$ cat src/rtl/rd_hold_pkg.sv
package rd_hold_pkg;
    typedef enum logic [1:0] {
        SLOT_FREE  = 2'd0,
        SLOT_FETCH = 2'd1,
        SLOT_HOLD  = 2'd2
    } slot_state_t;
endpackage

$ cat src/rtl/rd_hold_cmp.sv
module rd_hold_cmp #(
    parameter int ADDR_W = 32,
    parameter int CMD_W  = 4
) (
    input  logic [ADDR_W-1:0] req_addr,
    input  logic [CMD_W-1:0]  req_cmd,
    input  logic [ADDR_W-1:0] tag_addr,
    input  logic [CMD_W-1:0]  tag_cmd,
    output logic              hit
);
    localparam int KEY_W = ADDR_W + CMD_W;

    logic [KEY_W-1:0] diff;

    genvar b;
    generate
        for (b = 0; b < KEY_W; b++) begin : g_bit
            if (b < ADDR_W) begin : g_addr
                assign diff[b] = req_addr[b] ^ tag_addr[b];
            end else begin : g_cmd
                assign diff[b] = req_cmd[b-ADDR_W] ^ tag_cmd[b-ADDR_W];
            end
        end
    endgenerate

    assign hit = ~|diff;
endmodule

$ cat src/rtl/rd_hold_timer.sv
module rd_hold_timer #(
    parameter int CNT_W = 16
) (
    input  logic clk,
    input  logic rst_n,
    input  logic load,
    input  logic stop,
    output logic expired
);
    localparam logic [CNT_W-1:0] CNT_MAX = '1;

    logic [CNT_W-1:0] cnt_q;
    logic             run_q;

    always_ff @(posedge clk) begin
        if (!rst_n) begin
            cnt_q <= '0;
            run_q <= 1'b0;
        end else if (load) begin
            cnt_q <= '0;
            run_q <= 1'b1;
        end else if (stop) begin
            cnt_q <= '0;
            run_q <= 1'b0;
        end else if (run_q) begin
            cnt_q <= cnt_q + 1'b1;
        end
    end

    assign expired = run_q && (cnt_q == CNT_MAX);

    // loading restarts the count from zero
    p_load_restart_r7: assert property (@(posedge clk) disable iff (!rst_n)
        load |=> (run_q && cnt_q == '0));

    // an idle timer does not advance
    p_idle_still_r7: assert property (@(posedge clk) disable iff (!rst_n)
        (!run_q && !load) |=> (cnt_q == '0));
endmodule

$ cat src/rtl/rd_hold_slot.sv
module rd_hold_slot
    import rd_hold_pkg::*;
#(
    parameter int ADDR_W   = 32,
    parameter int CMD_W    = 4,
    parameter int DATA_W   = 32,
    parameter int EXPIRE_W = 16
) (
    input  logic              clk,
    input  logic              rst_n,
    input  logic              req_valid,
    input  logic [ADDR_W-1:0] req_addr,
    input  logic [CMD_W-1:0]  req_cmd,
    input  logic              fill_valid,
    input  logic [DATA_W-1:0] fill_data,
    output logic              rsp_retry,
    output logic              rsp_data_valid,
    output logic [DATA_W-1:0] rsp_data,
    output logic              fetch_start,
    output logic [ADDR_W-1:0] fetch_addr,
    output logic [CMD_W-1:0]  fetch_cmd
);
    slot_state_t       state_q, state_d;
    logic [ADDR_W-1:0] tag_addr_q;
    logic [CMD_W-1:0]  tag_cmd_q;
    logic [DATA_W-1:0] held_q;
    logic              hit, expired;
    logic              accept, load, claim, expire_now;

    rd_hold_cmp #(.ADDR_W(ADDR_W), .CMD_W(CMD_W)) u_cmp (
        .req_addr (req_addr),
        .req_cmd  (req_cmd),
        .tag_addr (tag_addr_q),
        .tag_cmd  (tag_cmd_q),
        .hit      (hit)
    );

    rd_hold_timer #(.CNT_W(EXPIRE_W)) u_timer (
        .clk     (clk),
        .rst_n   (rst_n),
        .load    (load),
        .stop    (claim || expire_now),
        .expired (expired)
    );

    assign accept     = req_valid  && (state_q == SLOT_FREE);
    assign load       = fill_valid && (state_q == SLOT_FETCH);
    assign claim      = req_valid  && (state_q == SLOT_HOLD) && hit;
    assign expire_now = (state_q == SLOT_HOLD) && expired && !claim;

    always_comb begin
        state_d = state_q;
        unique case (state_q)
            SLOT_FREE:  if (accept) state_d = SLOT_FETCH;
            SLOT_FETCH: if (load)   state_d = SLOT_HOLD;
            SLOT_HOLD:  if (claim || expire_now) state_d = SLOT_FREE;
            default:    state_d = SLOT_FREE;
        endcase
    end

    always_ff @(posedge clk) begin
        if (!rst_n) state_q <= SLOT_FREE;
        else        state_q <= state_d;
    end

    always_ff @(posedge clk) begin
        if (!rst_n) begin
            tag_addr_q <= '0;
            tag_cmd_q  <= '0;
            held_q     <= '0;
        end else begin
            if (accept) begin
                tag_addr_q <= req_addr;
                tag_cmd_q  <= req_cmd;
            end
            if (load) held_q <= fill_data;
        end
    end

    always_ff @(posedge clk) begin
        if (!rst_n) begin
            rsp_retry      <= 1'b0;
            rsp_data_valid <= 1'b0;
            rsp_data       <= '0;
            fetch_start    <= 1'b0;
        end else begin
            rsp_retry      <= req_valid && !claim;
            rsp_data_valid <= claim;
            rsp_data       <= claim ? held_q : '0;
            fetch_start    <= accept;
        end
    end

    assign fetch_addr = tag_addr_q;
    assign fetch_cmd  = tag_cmd_q;

    p_accept_r2: assert property (@(posedge clk) disable iff (!rst_n)
        (req_valid && state_q == SLOT_FREE) |=> (rsp_retry && fetch_start));

    p_fetching_holdoff_r3: assert property (@(posedge clk) disable iff (!rst_n)
        (req_valid && state_q == SLOT_FETCH) |=> (rsp_retry && !fetch_start));

    p_claim_r5: assert property (@(posedge clk) disable iff (!rst_n)
        (req_valid && state_q == SLOT_HOLD && hit) |=> (rsp_data_valid && state_q == SLOT_FREE));

    p_mismatch_r6: assert property (@(posedge clk) disable iff (!rst_n)
        (req_valid && state_q == SLOT_HOLD && !hit) |=> (rsp_retry && !fetch_start));

    p_expire_in_hold_r7: assert property (@(posedge clk) disable iff (!rst_n)
        expired |-> (state_q == SLOT_HOLD));

    p_quiet_expiry_r9: assert property (@(posedge clk) disable iff (!rst_n)
        (expired && !req_valid) |=> (!rsp_retry && !rsp_data_valid && !fetch_start));

    p_excl_r10: assert property (@(posedge clk) disable iff (!rst_n)
        !(rsp_retry && rsp_data_valid) && (!fetch_start || rsp_retry));
endmodule

$ cat config.mk
export PLATFORM = sky130hd
export DESIGN_NAME = rd_hold_slot
export DESIGN_NICKNAME = d
export VERILOG_FILES = /design/src/rtl/rd_hold_pkg.sv /design/src/rtl/rd_hold_cmp.sv /design/src/rtl/rd_hold_timer.sv /design/src/rtl/rd_hold_slot.sv
export SDC_FILE = /design/constraint.sdc
export NUM_CORES = 1
export LEC_CHECK = 0
export ABC_AREA = 1
export CAP_MARGIN = 20
export CORE_UTILIZATION = 52
export CTS_CLUSTER_SIZE = 24
export DETAILED_ROUTE_END_ITERATION = 6
export MAX_ROUTING_LAYER = met4
export PLACE_DENSITY_LB_ADDON = 0.1
export SLEW_MARGIN = 25
export SYNTH_ARGS = -nofsm -noshare
export SYNTH_HDL_FRONTEND = slang
export SYNTH_HIERARCHICAL = 1
export SYNTH_SLANG_ARGS = --single-unit
$ cat constraint.sdc
create_clock -name clk -period 4.1 [get_ports clk]
set_input_delay 1.025 -clock clk [delete_from_list [all_inputs] [get_ports clk]]
set_output_delay 1.025 -clock clk [all_outputs]
set_load 0.02 [all_outputs]
Word level (Yosys, flattened, before mapping):

Cells that the tools add are included.
Widths: inputs -> output; s select.

* add/sub/neg operators: 1
* eq/ne operators: 6
* mux-type cells: 6
* bitwise gates (word level): 37
* reductions and logical operators: 17

Operators with widths (count)
* $reduce_or 36->1: 1
* $xor 1x1->1: 36
* $add 16x1->16 const B: 1
* $eq 16x16->1 const B: 1
* $logic_and 1x1->1: 8
* $mux 2: 3
* $pmux 2 s3: 1
* $ne 2x2->1 const B: 2
* $reduce_and 3->1: 1
* $reduce_or 3->1: 1
* $eq 2x1->1 const B: 1
* $eq 2x2->1 const B: 1
* $logic_not 1->1: 2
* $logic_not 2->1: 1
* $mux 1: 2
* $ne 2x1->1 const B: 1
* $reduce_and 2->1: 1
* $reduce_bool 2->1: 1
* $logic_or 1x1->1: 1
* $not 1->1: 1

* bits in registers: 122
* input port bits: 72
* output and inout bits: 71
* logic and storage cells: 77

Depth between registers and ports, before layout:

* word-level depth: 9
* mapped depth: 14
* gate-level depth less buffers: 13

By module:

Netlist, hierarchy kept.

By module, submodules not included
* rd_hold_slot: times used 1, cells an instance 494, area each 3782.4 µm², seq. area each 2102.0 µm²
* rd_hold_timer: times used 1, cells an instance 120, area each 837.1 µm², seq. area each 340.3 µm²
* rd_hold_cmp: times used 1, cells an instance 152, area each 648.1 µm², seq. area each 0.0 µm²

Worst setup path before layout:

OpenSTA, ideal clock, no wires.

* path type: input -> register
* start: input port req_addr[29]
* end: register u_timer.cnt_q[0]
* setup time: 0.070 ns
* arrival time: 2.171 ns
* required time: 4.030 ns
* slack: 1.859 ns
* stages on the path: 13
* path buffers: 1
* cells stage by stage: inv_1 > o21ai_0 > nor2_1 > nand2_1 > nor2_1 > nand3_1 > nor2_1 > nand2_1 > a21oi_1 > nor3_1 > buf_4 > o21ai_0 > a21oi_1

* longest elaborated chain between the ends: 8

Ends and longest elaborated chain
* start, declared: line rd_hold_slot.sv:12 `input logic [ADDR_W-1:0] req_addr,`
* $xor 1x1->1 (*): line rd_hold_cmp.sv:19 `assign diff[b] = req_addr[b] ^ tag_addr[b];`
* $reduce_or 36->1 (*): line rd_hold_cmp.sv:26 `assign hit = ~|diff;`
* $logic_not 1->1 (*): line rd_hold_cmp.sv:26
* named net hit: line rd_hold_slot.sv:27 `logic hit, expired;`
* $logic_and 1x1->1 (*): line rd_hold_slot.sv:48 `assign claim = req_valid && (state_q == SLOT_HOLD) && hit;`
* $logic_not 1->1: line rd_hold_slot.sv:49 `assign expire_now = (state_q == SLOT_HOLD) && expired && !claim;`
* $logic_and 1x1->1: line rd_hold_slot.sv:49
* $logic_or 1x1->1 (*): line rd_hold_slot.sv:42 `.stop (claim || expire_now),`
* $reduce_or 3->1 (no source line) (*)
* end signal, assigned: line rd_hold_timer.sv:26 `cnt_q <= cnt_q + 1'b1;`
* end, declared: line rd_hold_timer.sv:12 `logic [CNT_W-1:0] cnt_q;`

The timed path passes the listed nets; every way through them passes the cells marked *.
A chain may end at the register's enable or synchronous reset.

Worst setup path after layout:

* start: input port req_addr[28]
* end: register u_timer.cnt_q[4]

The elaborated chain is that of the path after synthesis.

==> impl_metrics.json <==
{
  "setup.worst_path.class": "in2reg",
  "setup_tns_ps": 0,
  "cts-root-buf": "clkbuf_8",
  "die_area_sq_um": 10500,
  "yosysWarnings": 6,
  "p_leak_nw": 3.32,
  "ys_seq_area_frac": 0.464,
  "grt_pass1_wl_um": 20900,
  "via_per_inst": 4.76,
  "drive_above_1_share": 0.0590,
  "hold_ws_ps": 432,
  "avgSynthCellArea_sq_um": 6.88,
  "period_share": 0.645,
  "place_inst": 1016,
  "nets": 975,
  "syn_nets": 839,
  "synthFlopType": "dfxtp_1",
  "synth-adder-area-share": 0.00238,
  "synth_area_leaders": "dfxtp_1 (46%), nor2_1 (16%), nand2_1 (14%), inv_1 (6.5%), nand3b_1 (5.1%)",
  "ir_worst_vdd_uv": 241,
  "synth_cells": 766,
  "max_freq_mhz": 378,
  "synth_top_cell_by_area": "dfxtp_1",
  "cts_buffer_depth": 2,
  "fp.dieH_um": 103,
  "async_flop_share": 0,
  "diodes": 0,
  "cts_tree": "yes",
  "yosys.area.top_type_share": 0.464,
  "dpl_worst_slack_ps": 938,
  "dieWidth_um": 103,
  "synth_top_family_by_area": "simple AND/OR/NAND/NOR gates",
  "synth_edf_count": 0,
  "fin_ws_ps": 1460,
  "synth-simple-area-share": 0.387,
  "status": "finished, final reports clean",
  "synth_xor_xnor_area_share": 0.0266,
  "coreArea_sq_um": 9770,
  "ctsResizeCount": 0,
  "post_cts_buffers": 0,
  "finalSetupViolCount": 0,
  "grt_pass1_vias": 4689,
  "start_util": 0.539,
  "synth.distinct_cells": 25,
  "wl_per_cell_um": 12.5,
  "cts.sinks": 122,
  "clkTransAtPathRegs_ps": 60,
  "syn_area_sq_um": 5270,
  "r2r_cells": 13,
  "ys_seq_elements": 122,
  "worst_pin_slew_ps": 876,
  "grt_max_degree": 65,
  "grt-ovfl-total": 0,
  "drv_cap": 0,
  "io_buffer_count": 142,
  "hold_class": "reg2reg",
  "cts_hold_buf": 0,
  "powerDensity_nw_per_um2": 449,
  "cp-end-kind": "flop",
  "h-tree-depth": 4,
  "ioPinCount": 143,
  "drt_iter0_drc": 278,
  "fin_worst_skew_ps": 8.98,
  "crit_required_ps": 4520,
  "vias": 4986,
  "netlist_top_cells_count": "nor2_1 (220), nand2_1 (203), dfxtp_1 (122)",
  "syn_to_final_growth_pct": 39.0,
  "crit_path_max_fanout": 12,
  "synth_compound_area_frac": 0.0171,
  "grtUsageTotal": 0.265,
  "final_antenna_net_count": 0,
  "min_period_ps": 2640,
  "yosysMostFrequentCell": "nor2_1",
  "cp.arrival_ps": 3060,
  "antenna_found_initial": 0,
  "relSlewSlack": 0.415,
  "finalHoldViolCount": 0,
  "drv_slew": 0,
  "startpoint_type": "input port",
  "grt_setup_unrepaired": "false",
  "cp-endpoint": "u_timer/cnt_q[4]",
  "rows": 36,
  "insertion_delay_ps": 530,
  "instances_no_fill": 1048,
  "dr.pass1.iters": 5,
  "r2r_slack_ps": 1900,
  "cts_buffers": 17,
  "wl_um": 13100,
  "crit_start": "req_addr[28]",
  "reg2reg_to": "u_timer/cnt_q[4]",
  "gp_congestion": 0.778,
  "hpwl_um": 8730,
  "synthMuxAreaShare": 0,
  "post-route-util": 0.749,
  "drc": 0,
  "r2r-start": "u_timer/cnt_q[0]"
}
## critical path: stages
cell and delay (ps):
clkdlybuf4s50_1 500, xnor2_1 130, nand2_1 70, nor3_1 280
nand3_1 110, nor2_1 140, nand2_1 100, a21oi_1 240
nor3_1 80, buf_4 180, inv_1 130, nor3_1 70
## metal layers
metal  GRT usage  part of all wire
met1       0.302              0.41
met2       0.439              0.49
met3      0.0759             0.076
met4       0.104             0.022
met5           -                 0
## flip-flops by register name, summed over array words and instances (netlist names)
| register | cells |
|---|---|
| rsp_data | 32 |
| u_timer/run_q | 1 |
| fetch_start | 1 |
| rsp_retry | 1 |
| fetch_addr | 32 |
| fetch_cmd | 4 |
| state_q | 2 |
| held_q | 32 |
| u_timer/cnt_q | 16 |
| rsp_data_valid | 1 |
## logic make-up (layout without fill, tap and decap cells)
kind of cell	count (synthesis)	after routing
AOI/OAI and AO/OA	17	17
buffers and inverters	123	272
DFF	122	122
adders and majority gates	1	1
xor gates and xnor gates	16	16
and+or+nand+nor	487	487
## where the power goes
group	internal (W)	switching [W]	total, W
Combinational	0.000207	0.000240	0.000447
Clock	0.000953	0.000599	0.00155
Sequential	0.00124	0.0000433	0.00129
Total	0.00240	0.000883	0.00329
## metrics by stage
stage,total power (W),cell area (sq um)
4_1_cts,0.00330,7320
5_1_grt,0.00342,7320
3_5_place_dp,0.00175,6700
3_3_place_gp,0.00174,6700
6_report,0.00329,7320
2_1_floorplan,0.00157,5270
## cell usage in the layout, fill, tap and decap left out, types with 2 or more instances in the layout
cell,netlist,layout
inv_8,0,4
xnor2_1,11,11
clkbuf_16,0,16
nand3b_1,36,36
nor3_1,4,4
nor2_1,220,220
inv_1,91,91
o21ai_0,4,4
nand3_1,11,10
xor2_1,5,5
bufinv_16,0,3
nor2_2,3,3
inv_6,0,5
nand3_2,1,2
buf_4,6,5
nand2_1,203,203
clkinv_4,1,3
a21oi_1,11,11
clkdlybuf4s50_1,0,141
dfxtp_1,122,122
nor2_4,4,4
nand2_2,4,4
## worst min path at each step
stage / startpoint / to / slack, ps / depth (start not counted)
floorplan: held_q[0] / rsp_data[0] / 420 / 2
finish: held_q[0] / rsp_data[0] / 430 / 2
CTS: held_q[0] / rsp_data[0] / 430 / 2
global placement: held_q[16] / rsp_data[16] / 420 / 2
detailed placement: held_q[11] / rsp_data[11] / 430 / 2
global route: held_q[6] / rsp_data[6] / 450 / 2
## final cells by class
type,instances,area [sq um]
clock buffer,17,414
timing repair buffer,147,1450
inverter,93,355
clock inverter,15,204
sequential,122,2440
tap,133,166
fill,747,2450
multi-input combinational,521,2290
(Power assumes the default switching activity.)
